**src/rtl/ctm_pkg.sv**
```systemverilog
package ctm_pkg;
  parameter int unsigned CNT_W = 16;
  typedef logic [CNT_W-1:0] cnt_t;

  typedef enum logic [1:0] {
    SRC_SLOW  = 2'd0,
    SRC_MID   = 2'd1,
    SRC_FAST  = 2'd2,
    SRC_FAST2 = 2'd3
  } src_sel_e;

  // Bit positions inside the write-only control byte
  localparam int unsigned CB_SEL_LO = 0;
  localparam int unsigned CB_RUN    = 4;
  localparam int unsigned CB_LSPD   = 5;
  localparam int unsigned CB_CAP    = 6;

  // Next value of the counter on an enable pulse
  function automatic cnt_t step_count(cnt_t cur);
    return cur + cnt_t'(1);
  endfunction

  // A match happens when the incremented count reaches the compare value
  function automatic logic hits_compare(cnt_t cur, cnt_t cmp);
    return step_count(cur) == cmp;
  endfunction
endpackage

```
**src/rtl/ctm_prescaler.sv**
```systemverilog
module ctm_prescaler #(
  parameter int unsigned HI_SH  = 11,
  parameter int unsigned MID_SH = 7,
  parameter int unsigned LO_SH  = 3,
  parameter int unsigned LS_SH  = 3
) (
  input  logic       clk,
  input  logic       rst_n,
  input  logic       run_i,
  input  logic [1:0] sel_i,
  input  logic       lspd_i,
  input  logic       ls_tick_i,
  output logic       tick_o
);
  import ctm_pkg::*;

  logic [HI_SH-1:0] pre_q;
  logic [LS_SH-1:0] ls_q;
  logic hit_hi, hit_mid, hit_lo, hit_ls, hit_slow;
  src_sel_e sel_e;

  always_ff @(posedge clk) begin
    if (!rst_n || !run_i) begin
      pre_q <= '0;
      ls_q  <= '0;
    end else begin
      pre_q <= pre_q + 1'b1;
      if (ls_tick_i) ls_q <= ls_q + 1'b1;
    end
  end

  assign hit_hi  = &pre_q[HI_SH-1:0];
  assign hit_mid = &pre_q[MID_SH-1:0];
  assign hit_lo  = &pre_q[LO_SH-1:0];
  assign hit_ls  = ls_tick_i && (&ls_q);

  generate
    if (LS_SH > 0) begin : g_lspd
      assign hit_slow = lspd_i ? hit_ls : hit_hi;
    end else begin : g_nolspd
      assign hit_slow = hit_hi;
    end
  endgenerate

  assign sel_e = src_sel_e'(sel_i);

  always_comb begin
    tick_o = 1'b0;
    if (run_i) begin
      case (sel_e)
        SRC_SLOW:  tick_o = hit_slow;
        SRC_MID:   tick_o = hit_mid;
        SRC_FAST,
        SRC_FAST2: tick_o = hit_lo;
        default:   tick_o = 1'b0;
      endcase
    end
  end

  // no two enable pulses in a row
  tick_gap_chk: assert property (@(posedge clk) disable iff (!rst_n)
    tick_o |=> !tick_o);
  // a stopped timer produces no enable pulse
  stop_quiet_chk: assert property (@(posedge clk) disable iff (!rst_n)
    !run_i |-> !tick_o);
endmodule

```
**src/rtl/ctm_counter.sv**
```systemverilog
module ctm_counter (
  input  logic          clk,
  input  logic          rst_n,
  input  logic          tick_i,
  input  logic          start_i,
  input  logic          cap_req_i,
  input  ctm_pkg::cnt_t cmp_i,
  output ctm_pkg::cnt_t cnt_o,
  output ctm_pkg::cnt_t cap_o,
  output logic          irq_o
);
  import ctm_pkg::*;

  cnt_t cnt_q, cap_q;
  logic irq_q;
  logic match_w;

  assign match_w = tick_i && hits_compare(cnt_q, cmp_i);

  always_ff @(posedge clk) begin
    if (!rst_n) begin
      cnt_q <= '0;
      cap_q <= '0;
      irq_q <= 1'b0;
    end else begin
      irq_q <= match_w;
      if (start_i)      cnt_q <= '0;
      else if (match_w) cnt_q <= '0;
      else if (tick_i)  cnt_q <= step_count(cnt_q);
      if (cap_req_i) cap_q <= cnt_q;
    end
  end

  assign cnt_o = cnt_q;
  assign cap_o = cap_q;
  assign irq_o = irq_q;


  irq_clears_chk: assert property (@(posedge clk) disable iff (!rst_n)
    irq_o |-> (cnt_q == '0));

  step_up_chk: assert property (@(posedge clk) disable iff (!rst_n)
    (tick_i && !match_w && !start_i) |=> (cnt_q == $past(cnt_q) + 1'b1));

  capture_chk: assert property (@(posedge clk) disable iff (!rst_n)
    cap_req_i |=> (cap_q == $past(cnt_q)));

  start_zero_chk: assert property (@(posedge clk) disable iff (!rst_n)
    start_i |=> (cnt_q == '0 && !irq_o));
endmodule

```
**src/rtl/cmp_timer.sv**
```systemverilog
module cmp_timer #(
  parameter int unsigned HI_SH  = 11,
  parameter int unsigned MID_SH = 7,
  parameter int unsigned LO_SH  = 3,
  parameter int unsigned LS_SH  = 3
) (
  input  logic        clk,
  input  logic        rst_n,
  input  logic        bus_wr,
  input  logic [1:0]  bus_addr,
  input  logic [15:0] bus_wdata,
  input  logic        ls_tick,
  output logic [15:0] cap_rdata,
  output logic        irq
);
  import ctm_pkg::*;

  localparam logic [1:0] A_CTRL = 2'd0;
  localparam logic [1:0] A_CMP  = 2'd1;

  logic       run_q, lspd_q;
  logic [1:0] sel_q;
  cnt_t       cmp_q, cnt_w, cap_w;
  logic       ctrl_wr, cmp_wr, start_w, cap_req_w, tick_w;

  assign ctrl_wr   = bus_wr && (bus_addr == A_CTRL);
  assign cmp_wr    = bus_wr && (bus_addr == A_CMP);
  assign start_w   = ctrl_wr && bus_wdata[CB_RUN] && !run_q;
  assign cap_req_w = ctrl_wr && bus_wdata[CB_CAP];

  always_ff @(posedge clk) begin
    if (!rst_n) begin
      run_q  <= 1'b0;
      lspd_q <= 1'b0;
      sel_q  <= 2'd0;
      cmp_q  <= '0;
    end else begin
      if (ctrl_wr) begin
        run_q  <= bus_wdata[CB_RUN];
        lspd_q <= bus_wdata[CB_LSPD];
        sel_q  <= bus_wdata[CB_SEL_LO +: 2];
      end
      if (cmp_wr) cmp_q <= bus_wdata;
    end
  end

  ctm_prescaler #(
    .HI_SH (HI_SH),
    .MID_SH(MID_SH),
    .LO_SH (LO_SH),
    .LS_SH (LS_SH)
  ) u_pre (
    .clk      (clk),
    .rst_n    (rst_n),
    .run_i    (run_q),
    .sel_i    (sel_q),
    .lspd_i   (lspd_q),
    .ls_tick_i(ls_tick),
    .tick_o   (tick_w)
  );

  ctm_counter u_cnt (
    .clk      (clk),
    .rst_n    (rst_n),
    .tick_i   (tick_w),
    .start_i  (start_w),
    .cap_req_i(cap_req_w),
    .cmp_i    (cmp_q),
    .cnt_o    (cnt_w),
    .cap_o    (cap_w),
    .irq_o    (irq)
  );

  assign cap_rdata = cap_w;


  stopped_hold_chk: assert property (@(posedge clk) disable iff (!rst_n)
    (!run_q && !start_w) |=> $stable(cnt_w));

  cmp_write_keeps_count_chk: assert property (@(posedge clk) disable iff (!rst_n)
    (cmp_wr && !run_q && !start_w) |=> (cnt_w == $past(cnt_w)));

  no_capture_chk: assert property (@(posedge clk) disable iff (!rst_n)
    !cap_req_w |=> $stable(cap_w));
endmodule

```
**config.mk**
```make
export PLATFORM = sky130hd
export DESIGN_NAME = cmp_timer
export DESIGN_NICKNAME = d
export VERILOG_FILES = /design/src/rtl/ctm_pkg.sv /design/src/rtl/ctm_prescaler.sv /design/src/rtl/ctm_counter.sv /design/src/rtl/cmp_timer.sv
export SDC_FILE = /design/constraint.sdc
export NUM_CORES = 1
export LEC_CHECK = 0
export BUFFER_PORTS_ARGS = -buffer_cell sky130_fd_sc_hd__buf_2
export CAP_MARGIN = 20
export CORE_MARGIN = 1.5
export CORE_UTILIZATION = 62
export DETAILED_ROUTE_END_ITERATION = 10
export GPL_ROUTABILITY_DRIVEN = 0
export HOLD_SLACK_MARGIN = 0.02
export PLACE_DENSITY = 0.86
export SETUP_SLACK_MARGIN = 0.5
export SLEW_MARGIN = 20
export SYNTH_ARGS = -nofsm -noshare
export SYNTH_HDL_FRONTEND = slang
export SYNTH_SLANG_ARGS = --single-unit
```
**constraint.sdc**
```tcl
create_clock -name clk -period 5.2 [get_ports clk]
set_input_delay 0.52 -clock clk [delete_from_list [all_inputs] [get_ports clk]]
set_output_delay 0.52 -clock clk [all_outputs]
set_load 0.02 [all_outputs]
```
After elaboration in Yosys (flattened, before gate mapping)
Index checks and enable logic that the tools add are counted.

Flip-flop bits (word level): 67. Bits of input ports: 22. Output and inout port bits: 17. Logic and storage cells: 39.

Add/subtract/negate cells: 3. Eq/ne operators: 5. Multiplexer cells: 3. Bitwise logic cells: 1. Reductions and logical operators: 18.

Operators with widths (count): $add 16x1->16 const B (1); $eq 16x16->1 (1); $add 11x1->11 const B (1); $reduce_and 11->1 (1); $logic_and 1x1->1 (7); $reduce_and 7->1 (1); $reduce_and 3->1 (2); $eq 2x1->1 const B (2); $eq 2x2->1 const B (2); $logic_not 2->1 (2); $add 3x1->3 const B (1); $pmux 1 s3 (1); $reduce_or 3->1 (1); $logic_not 1->1 (2); $mux 1 (2); $reduce_or 2->1 (1); $logic_or 1x1->1 (1); $not 1->1 (1).

Depth between registers and ports, before layout
Gate-level depths: netlist of the first run.

Depth after elaboration: 7. Mapped depth: 9. Depth with buffers taken out: 7.

Cells and area by module
A second synthesis of the first run with hierarchy kept.

Cell total of the unflattened synthesis: 385. Area total of the unflattened synthesis: 3462.1 um^2.

Modules (own cells, without submodules): ctm_counter (times used 1, cells an instance 228, area each 1988.2 um^2, sequential area each 660.6 um^2); cmp_timer (times used 1, cells an instance 88, area each 827.0 um^2, sequential area each 400.4 um^2); ctm_prescaler (times used 1, cells an instance 69, area each 646.9 um^2, sequential area each 280.3 um^2).

Worst setup path after synthesis of the first run
No wires, ideal clock.

Path kind: flip-flop to flip-flop. Start point: register u_cnt.cnt_q[0], in the netlist u_cnt.cnt_o[0]. End point: register u_cnt.cnt_q[10], in the netlist u_cnt.cnt_o[10]. Library setup time: 0.134 ns. Arrival time: 2.403 ns. Data required time: 5.066 ns. Slack: 2.663 ns. Cell stages (with the launch flop): 9. Buffers on the path: 1. Clock period less this slack: 2.537 ns. Path through: dfxtp_1 > ha_1 > nand3_1 > or4_1 > xnor2_1 > nand4b_2 > nor4_4 > buf_6 > nor3_1.

Longest elaborated chain between the ends: 4.

RTL lines: start: declaration (line ctm_counter.sv:14) `cnt_t cnt_q, cap_q;`; start signal: assignment (line ctm_counter.sv:29) `else if (tick_i) cnt_q <= step_count(cnt_q);`; $add 16x1->16 * (line ctm_pkg.sv:20) `return cur + cnt_t'(1);`; $eq 16x16->1 (line ctm_pkg.sv:25) `return step_count(cur) == cmp;`; $logic_and 1x1->1 (line ctm_counter.sv:18) `assign match_w = tick_i && hits_compare(cnt_q, cmp_i);`; $reduce_or 3->1 (no line).

Every way passes the cells marked *; elsewhere a longest branch is shown, timed or not. A chain may end at the register's enable or synchronous reset.

Final worst setup path of the first run
Start point: register u_cnt.cnt_q[0], in the netlist u_cnt.cnt_o[0]. End point: register u_cnt.irq_q, in the netlist u_cnt.irq_o.

Longest elaborated chain between the ends: 3.

RTL lines: $add 16x1->16 (line ctm_pkg.sv:20); $eq 16x16->1 (line ctm_pkg.sv:25); $logic_and 1x1->1 (line ctm_counter.sv:18); end signal: assignment (line ctm_counter.sv:26) `irq_q <= match_w;`; end: declaration (line ctm_counter.sv:15) `logic irq_q;`.

Every way passes these cells.

==> results of run 1 <==
==> layer usage <==
metal | track usage, % | vias to the layer above | part of all wire [%]
met5 | 0 | - | 0
met4 | 11.52 | 0 | 1.7
met3 | 6.961 | 11 | 6.2
met2 | 46.73 | 72 | 48
met1 | 35.08 | 1268 | 44
li1 | - | 1337 | -
==> cell families (layout without fill, tap and decap cells) <==
kind of cell / after synthesis / in the layout / share of synthesized area, %
and+or+nand+nor: 173 / 173 / 26.82
DFF: 67 / 67 / 42.09
xor gates and xnor gates: 41 / 41 / 11.70
AOI/OAI and AO/OA: 56 / 56 / 11.27
muxes: 8 / 8 / 2.552
adders and majority gates: 5 / 5 / 1.963
buffers and inverters: 25 / 53 / 3.612
==> path summary, 6_finish.rpt <==
path	endpoint	slack, ns
worst min register to register	u_cnt.cap_o[10]	0.45
worst max-delay path	u_cnt.irq_o	2.11
worst min-delay path	cmp_q[10]	0.42
worst max register to register	u_cnt.irq_o	2.11
==> final cells by class <==
class	count	share of cell area, %
well taps	67	2.387
multi-input cells	283	49.27
inverters	3	0.3206
repair buffers	38	5.415
clock buffers	12	4.418
flip-flops and latches	67	38.19
==> synthesized netlist by cell type, types with 2 or more instances <==
cell      count  share of area (%)
nor3_1       17                2.7
buf_2         5               0.79
nor4_1        3               0.59
and2_1        4               0.79
nand2_1      76                9.0
clkbuf_1     13                1.5
nor3_2        2               0.63
nor2b_1       4               0.79
xor2_1       18                4.9
buf_4         2               0.47
nand3b_1      3               0.71
a22oi_1       2               0.47
o21ai_0       2               0.31
and4_1        3               0.82
ha_1          5                2.0
inv_1         2               0.24
and3_1        7                1.4
xnor2_1      22                6.0
nand3_1      13                2.0
nand4_1       7                1.4
dfxtp_1      67                 42
nor2_1       25                2.9
a21oi_1      37                5.8
a21boi_0      2               0.47
mux2i_1       7                2.2
a311oi_1      2               0.55
==> worst max-delay path: stages, from the launching register on <==
cell and delay, ns:
dfxtp_1 0.47, ha_1 0.30, nand3_1 0.20, or4_1 0.59, xnor2_1 0.15, nand4b_2 0.22
nor4_4 0.88, and2_1 0.22
==> flip-flops by register name, summed over array words and instances (netlist names) <==
signal and count:
run_q 1, u_cnt.irq_o 1, lspd_q 1, sel_q 2
u_pre.ls_q 3, u_cnt.cap_o 16, u_cnt.cnt_o 16, cmp_q 16
u_pre.pre_q 11
==> stage by stage <==
step	hold WS (ns)	util (%)	cell area (sq um)	power [mW]	worst slack, ns
4_1_cts	0.4105	72.44	3512	0.9400	2.116
3_5_place_dp	0.4433	69.24	3357	0.5815	2.136
2_1_floorplan	0.4451	-	3187	0.5645	2.663
6_report	0.4181	72.44	3512	0.9370	2.112
3_3_place_gp	0.4421	69.24	3357	0.5804	2.255
5_1_grt	0.4189	72.44	3512	0.9633	1.895
==> where the power goes <==
part	internal [mW]	switching (mW)	leakage, nW
sequential	0.519	0.00507	0.541
combinational	0.0183	0.0287	0.658
clock	0.189	0.177	0.0803
total	0.726	0.211	1.28
==> flow_summary.ini, run 1 <==
[floorplanning]
initial_core_util_pct = 65.73
die-height_um = 74.70
rows = 25
io_pins = 39
die_area_sq_um = 5579
core_area_sq_um = 4848
die_w_um = 74.70

[power]
vdd_drop_max_uv = 230.5
leakagePower_nw = 1.280
power-per-cell-area_nw_per_um2 = 266.8

[global_routing]
first_global_vias = 2533
track_usage_pct = 28.09
grt_pass1_wl_um = 11750
grt_max_degree = 37
antenna_found_initial = 0
grt_overflow = 0

[synth]
syn-num-nets = 402
syn_avg_cell_area_sq_um = 8.498
synth_cell_types = 51
seq_area_frac_synth_pct = 42.09
yosys_warnings = 0
syn_area_sq_um = 3187
synth_flop_cell = dfxtp_1
synth-edff-count = 0
synthArstFlopShare_pct = 0
syn_inst = 375
synth-seq-cells = 67

[timing]
finClkSkew_ns = 0.01178
slew_headroom_pct = 35.07
finalHoldViolations = 0
slew_violations = 0
finalSetupTns_ns = 0
finalCriticalPeriod_ns = 3.088
rsz0062_at_grt = false
post-route-period-util_pct = 59.38
clock.fmax_mhz = 323.9
setup_violations = 0
max_slew.worst_pin.slew_ns = 0.9680

[critical_path]
worstPathMaxFanout = 17
cp-end-kind = flip-flop
rr_startpoint = u_cnt.cnt_o[0]
path_class = reg2reg
cp.arrival_ns = 3.37
startpoint = u_cnt.cnt_o[0]
worstPathRequired_ns = 5.48
start_kind = flip-flop
reg2reg_depth = 7

[clock_tree]
cts_tree = done
cts_hold_buf = 0
clkSinkCount = 67
post_cts_buffers = 0
cts_resized = 0
root_buffer = clkbuf_8
cts_made_buffers = 9
clk_pin_slew_ns = 0.07
htreeDepth = 3
insertion_delay_ns = 0.34
clock_path_buffers = 2

[min_path]
hold_class = in2reg
whs_path_depth = 3
hold_start = bus_wdata[10]

[routing]
vias_per_cell = 5.719
drt_iter0_drc = 228
wl_um = 7112
ant_nets = 0
drc_errors = 0
drtPass1Iterations = 4
detail_route.wl_per_cell_um = 15.13
vias = 2688

[cells_and_area]
layout.cells.non_filler = 470
finalNetCount = 429
layout_commonest_cell = nand2_1
final_cell_mix = 76 x nand2_1, 67 x dfxtp_1, 38 x buf_2
register_area_sq_um = 1341
antennaDiodeCount = 0
multi_input_area_sq_um = 1730
layout-drive-gt1-share_pct = 15.14
syn_to_final_growth_pct = 10.21
num-fill-cells = 359

[place]
hpwl_um = 5109
placed_cells_incl_taps = 458
numPortBuffers = 38

[run_status]
status = finished, final reports clean

[job]
maxCapViolations = 0
Power figures use the tool's default switching activity.
==> run 2, diff against run 1 <==
CORE_UTILIZATION = 52   (was 62)
PLACE_DENSITY = 0.77   (was 0.86)
clock period = 2.6 ns   (was 5.2 ns; I/O delays follow)
==> flow_summary.ini, run 2 (same netlist as run 1, synthesis figures left out) <==
[run_status]
status = finished, final reports clean

[place]
hpwl_um = 5190
placed_cells_incl_taps = 471
numPortBuffers = 38

[floorplanning]
initial_core_util_pct = 53.83
core_area_sq_um = 5921
die_area_sq_um = 6607
io_pins = 39
die_w_um = 81.29
die-height_um = 81.29
rows = 28

[critical_path]
reg2reg_slack_ns = 0.48
critPathMaxStageDelay_ns = 0.56
cp-end-kind = flip-flop
cp.arrival_ns = 2.32
crit_slowest_cell = or4_4
worstPathRequired_ns = 2.80
rr_startpoint = u_cnt.cnt_o[13]
worstPathMaxFanout = 8
path_class = reg2reg
worstReg2RegEnd = u_cnt.cnt_o[0]
reg2reg_depth = 7
path_cells = nand3_1 > or4_4 > xnor2_2 > nand4b_4 > nor4_4 > buf_6 > nor3_1
start_kind = flip-flop

[cells_and_area]
antennaDiodeCount = 0
multi_input_area_sq_um = 1902
num-fill-cells = 476
layout.cells.non_filler = 498
layout-drive-gt1-share_pct = 28.61
syn_to_final_growth_pct = 23.83
final_cell_mix = 76 x nand2_1, 49 x dfxtp_1, 38 x buf_2
utilization_pct = 66.65
layout_commonest_cell = nand2_1
register_area_sq_um = 1386
finalNetCount = 445

[min_path]
hold_class = in2reg
hold_start = bus_wdata[11]
whs_path_depth = 3
holdPathEnd = cmp_q[11]

[timing]
max_slew.worst_pin.slew_ns = 0.9646
post-route-period-util_pct = 81.35
finalCriticalPeriod_ns = 2.115
finalSetupTns_ns = 0
slew_violations = 0
finalHoldViolations = 0
rsz0062_at_grt = true
setup_violations = 0
holdWs_ns = 0.1488
finClkSkew_ns = 0.008337
clock.fmax_mhz = 472.8
slew_headroom_pct = 35.30

[global_routing]
antenna_found_initial = 0
first_global_vias = 2653
grt_pass1_wl_um = 12340
grt_max_degree = 37
grt_overflow = 0
track_usage_pct = 24.75

[power]
power-per-cell-area_nw_per_um2 = 532.2
leakagePower_nw = 1.457
vdd_drop_max_uv = 375.9
total_power_mw = 2.100

[routing]
drt_iter0_drc = 353
drtPass1Iterations = 4
ant_nets = 0
detail_route.wl_per_cell_um = 15.83
vias = 2828
vias_per_cell = 5.679
wl_um = 7881
drc_errors = 0

[clock_tree]
root_buffer = clkbuf_8
htreeDepth = 3
insertion_delay_ns = 0.35
clock_path_buffers = 2
cts_tree = done
clk_pin_slew_ns = 0.07
cts_made_buffers = 9
clkSinkCount = 67

[job]
maxCapViolations = 0
## run 2: what timing repair did
item / CTS / global route
endpoints found under the setup margin: 17 / 17
pin swaps: 2 / 6
gates cloned: 0 / 0
gates resized for setup: 24 / 18
hold buffers: 0 / 0
buffers inserted: 5 / 6
## run 2: area by class of cell
cell class | count | share of cell area, %
Multi-Input combinational cell | 283 | 48.19
Sequential cell | 67 | 35.13
Timing Repair Buffer | 54 | 8.370
Clock buffer | 13 | 4.566
Tap cell | 75 | 2.378
Clock inverter | 3 | 1.078
Inverter | 3 | 0.2854
## run 2: where the power goes
part	switching [mW]	internal (mW)	total, mW
Clock	0.407	0.552	0.960
Sequential	0.0106	1.03	1.04
Combinational	0.0619	0.0406	0.103
Total	0.480	1.62	2.10
## run 2: worst max-delay path: cells and delay by family (launching register included)
family                 cells  cell delay [ns]
XOR/XNOR                   1             0.15
buffers and inverters      1             0.20
AND/OR/NAND/NOR            5             1.15
flip-flops                 1             0.45
## run 2: layer usage
layer	global-route usage, %	share of wire (%)
met5	0	0
met1	29.44	42
met2	41.57	48
met3	5.169	5.8
met4	13.10	4.4
## run 2: worst max-delay path by stage
stage                          startpoint              end  slack [ns]  cells after the start
after floorplan            u_pre.pre_q[0]  u_cnt.cnt_o[10]        0.50                      8
after global placement     u_cnt.cnt_o[4]  u_cnt.cnt_o[10]        0.38                      7
after detailed placement   u_cnt.cnt_o[4]   u_cnt.cnt_o[3]        0.29                      7
after CTS                  u_cnt.cnt_o[1]   u_cnt.cnt_o[0]        0.51                      8
after global routing       u_cnt.cnt_o[5]   u_cnt.cnt_o[0]        0.35                      7
final                     u_cnt.cnt_o[13]   u_cnt.cnt_o[0]        0.48                      7
## run 2: metrics by stage
stage               worst slack [ns]  instance area, sq um
global placement              0.3762                  3487
floorplan                     0.5014                  3273
global route                  0.3478                  3946
CTS                           0.5068                  3814
finish                        0.4849                  3946
detailed placement            0.2941                  3487
==> run 3, diff against run 2 <==
CORE_UTILIZATION = 57   (was 52)
PLACE_DENSITY = 0.8   (was 0.77)
clock period = 2.16 ns   (was 2.6 ns; I/O delays follow)
==> flow_summary.ini, run 3 (same netlist as run 1, synthesis figures left out) <==
[run_status]
status = finished, final reports clean

[critical_path]
worstPathRequired_ns = 2.37
crit_slowest_cell = or4_4
crit_buf_inv = 1
path_cells = ha_4 > nand3_4 > or4_4 > xnor2_2 > nand4b_4 > nor4_4 > buf_4 > nor3_1
cp_top_family = simple AND/OR/NAND/NOR gates
critPathMaxStageDelay_ns = 0.45
worstPathMaxFanout = 6
path_class = reg2reg
cp-end-kind = flip-flop
cp.arrival_ns = 2.34
start_kind = flip-flop

[routing]
drtPass1Iterations = 5
vias_per_cell = 5.508
drt_iter0_drc = 244
detail_route.wl_per_cell_um = 15.14
drc_errors = 0
ant_nets = 0
wl_um = 7693
vias = 2798

[job]
maxCapViolations = 0

[cells_and_area]
syn_to_final_growth_pct = 24.77
layout_commonest_cell = nand2_1
layout.cells.non_filler = 508
utilization_pct = 73.11
final_cell_mix = 76 x nand2_1, 48 x dfxtp_1, 38 x buf_2
finalNetCount = 458
layout-drive-gt1-share_pct = 30.28
antennaDiodeCount = 0

[power]
vdd_drop_max_uv = 517.8
seq_power_share_pct = 52.4
swShare_pct = 23.26
leakagePower_nw = 1.495
p_clk_share_pct = 42.3
power-per-cell-area_nw_per_um2 = 599.0
p_comb_share_pct = 5.2
p_int_mw = 1.828
switching_power_mw = 0.5540

[min_path]
hold_class = in2reg

[global_routing]
first_global_vias = 2645
grt_overflow = 0
antenna_found_initial = 0
track_usage_pct = 26.96
grt_max_degree = 37
grt_pass1_wl_um = 12540

[timing]
setup_violations = 0
slew_violations = 0
rsz0062_at_grt = true
finClkSkew_ns = 0.006534
max_slew.worst_pin.slew_ns = 0.9652
post-route-period-util_pct = 98.39
finalCriticalPeriod_ns = 2.125
finalHoldViolations = 0
clock.fmax_mhz = 470.6
slew_headroom_pct = 35.25

[floorplanning]
rows = 27
initial_core_util_pct = 58.59
die_w_um = 77.77
io_pins = 39
core_area_sq_um = 5439
die_area_sq_um = 6048
die-height_um = 77.77

[clock_tree]
cts_made_buffers = 9
cts_hold_buf = 0
root_buffer = clkbuf_8
insertion_delay_ns = 0.36
clkSinkCount = 67
clk_pin_slew_ns = 0.07
cts_tree = done
clock_path_buffers = 2
htreeDepth = 3

[place]
numPortBuffers = 38
hpwl_um = 5313
placed_cells_incl_taps = 482
[run 3: final cells by class]
type	count	area [sq um]
Multi-Input combinational cell	283	1881
Fill cell	424	1463
Sequential cell	67	1388
Timing Repair Buffer	67	415.4
Clock buffer	15	186.4
Tap cell	72	90.09
Inverter	3	11.26
Clock inverter	1	5.005
[run 3: power by group through the flow]
stage               combinational (mW)  sequential, mW  clock (mW)
floorplan                       0.0775            1.28           0
global placement                 0.117            1.28           0
detailed placement               0.119            1.28           0
CTS                              0.122            1.25        1.02
global route                     0.135            1.25        1.08
finish                           0.124            1.25        1.01
[run 3: worst paths after layout]
kind	from	to	slack (ns)	cells past startpoint
max	u_cnt.cnt_o[1]	u_cnt.cnt_o[7]	0.03	8
min	bus_wdata[7]	cmp_q[7]	0.1	3
max reg2reg	u_cnt.cnt_o[1]	u_cnt.cnt_o[7]	0.03	8
min reg2reg	u_cnt.cap_o[14]	u_cnt.cap_o[14]	0.45	2
[run 3: worst min-delay path, cell delays in order]
cell,delay [ns]
buf_2,0.09
nand2_1,0.04
a21oi_1,0.05
[run 3: timing repair]
item,in CTS,in global routing
setup endpoints to repair,17,17
buffers inserted,8,1
gates resized for setup,30,7
pin swaps,6,4
gates cloned,0,1
[run 3: metrics by stage]
step / worst slack [ns] / power, mW / TNS, ns / cell area, sq um / hold slack [ns]
final: 0.03483 / 2.382 / 0 / 3976 / 0.09746
after global routing: -0.03704 / 2.460 / -0.2308 / 3976 / 0.1069
after CTS: 0.1205 / 2.397 / 0 / 3944 / 0.08612
after detailed placement: -0.07248 / 1.404 / -0.8913 / 3597 / 0.4433
after global placement: -0.01213 / 1.401 / -0.06894 / 3597 / 0.4388
after floorplan: 0.09122 / 1.360 / 0 / 3284 / 0.3433
[run 3: layer usage]
metal  track usage, %  routed length, um
met1            34.21               3398
met2            42.96               3643
met3            4.824                466
met4            15.09                184
met5                0                  0
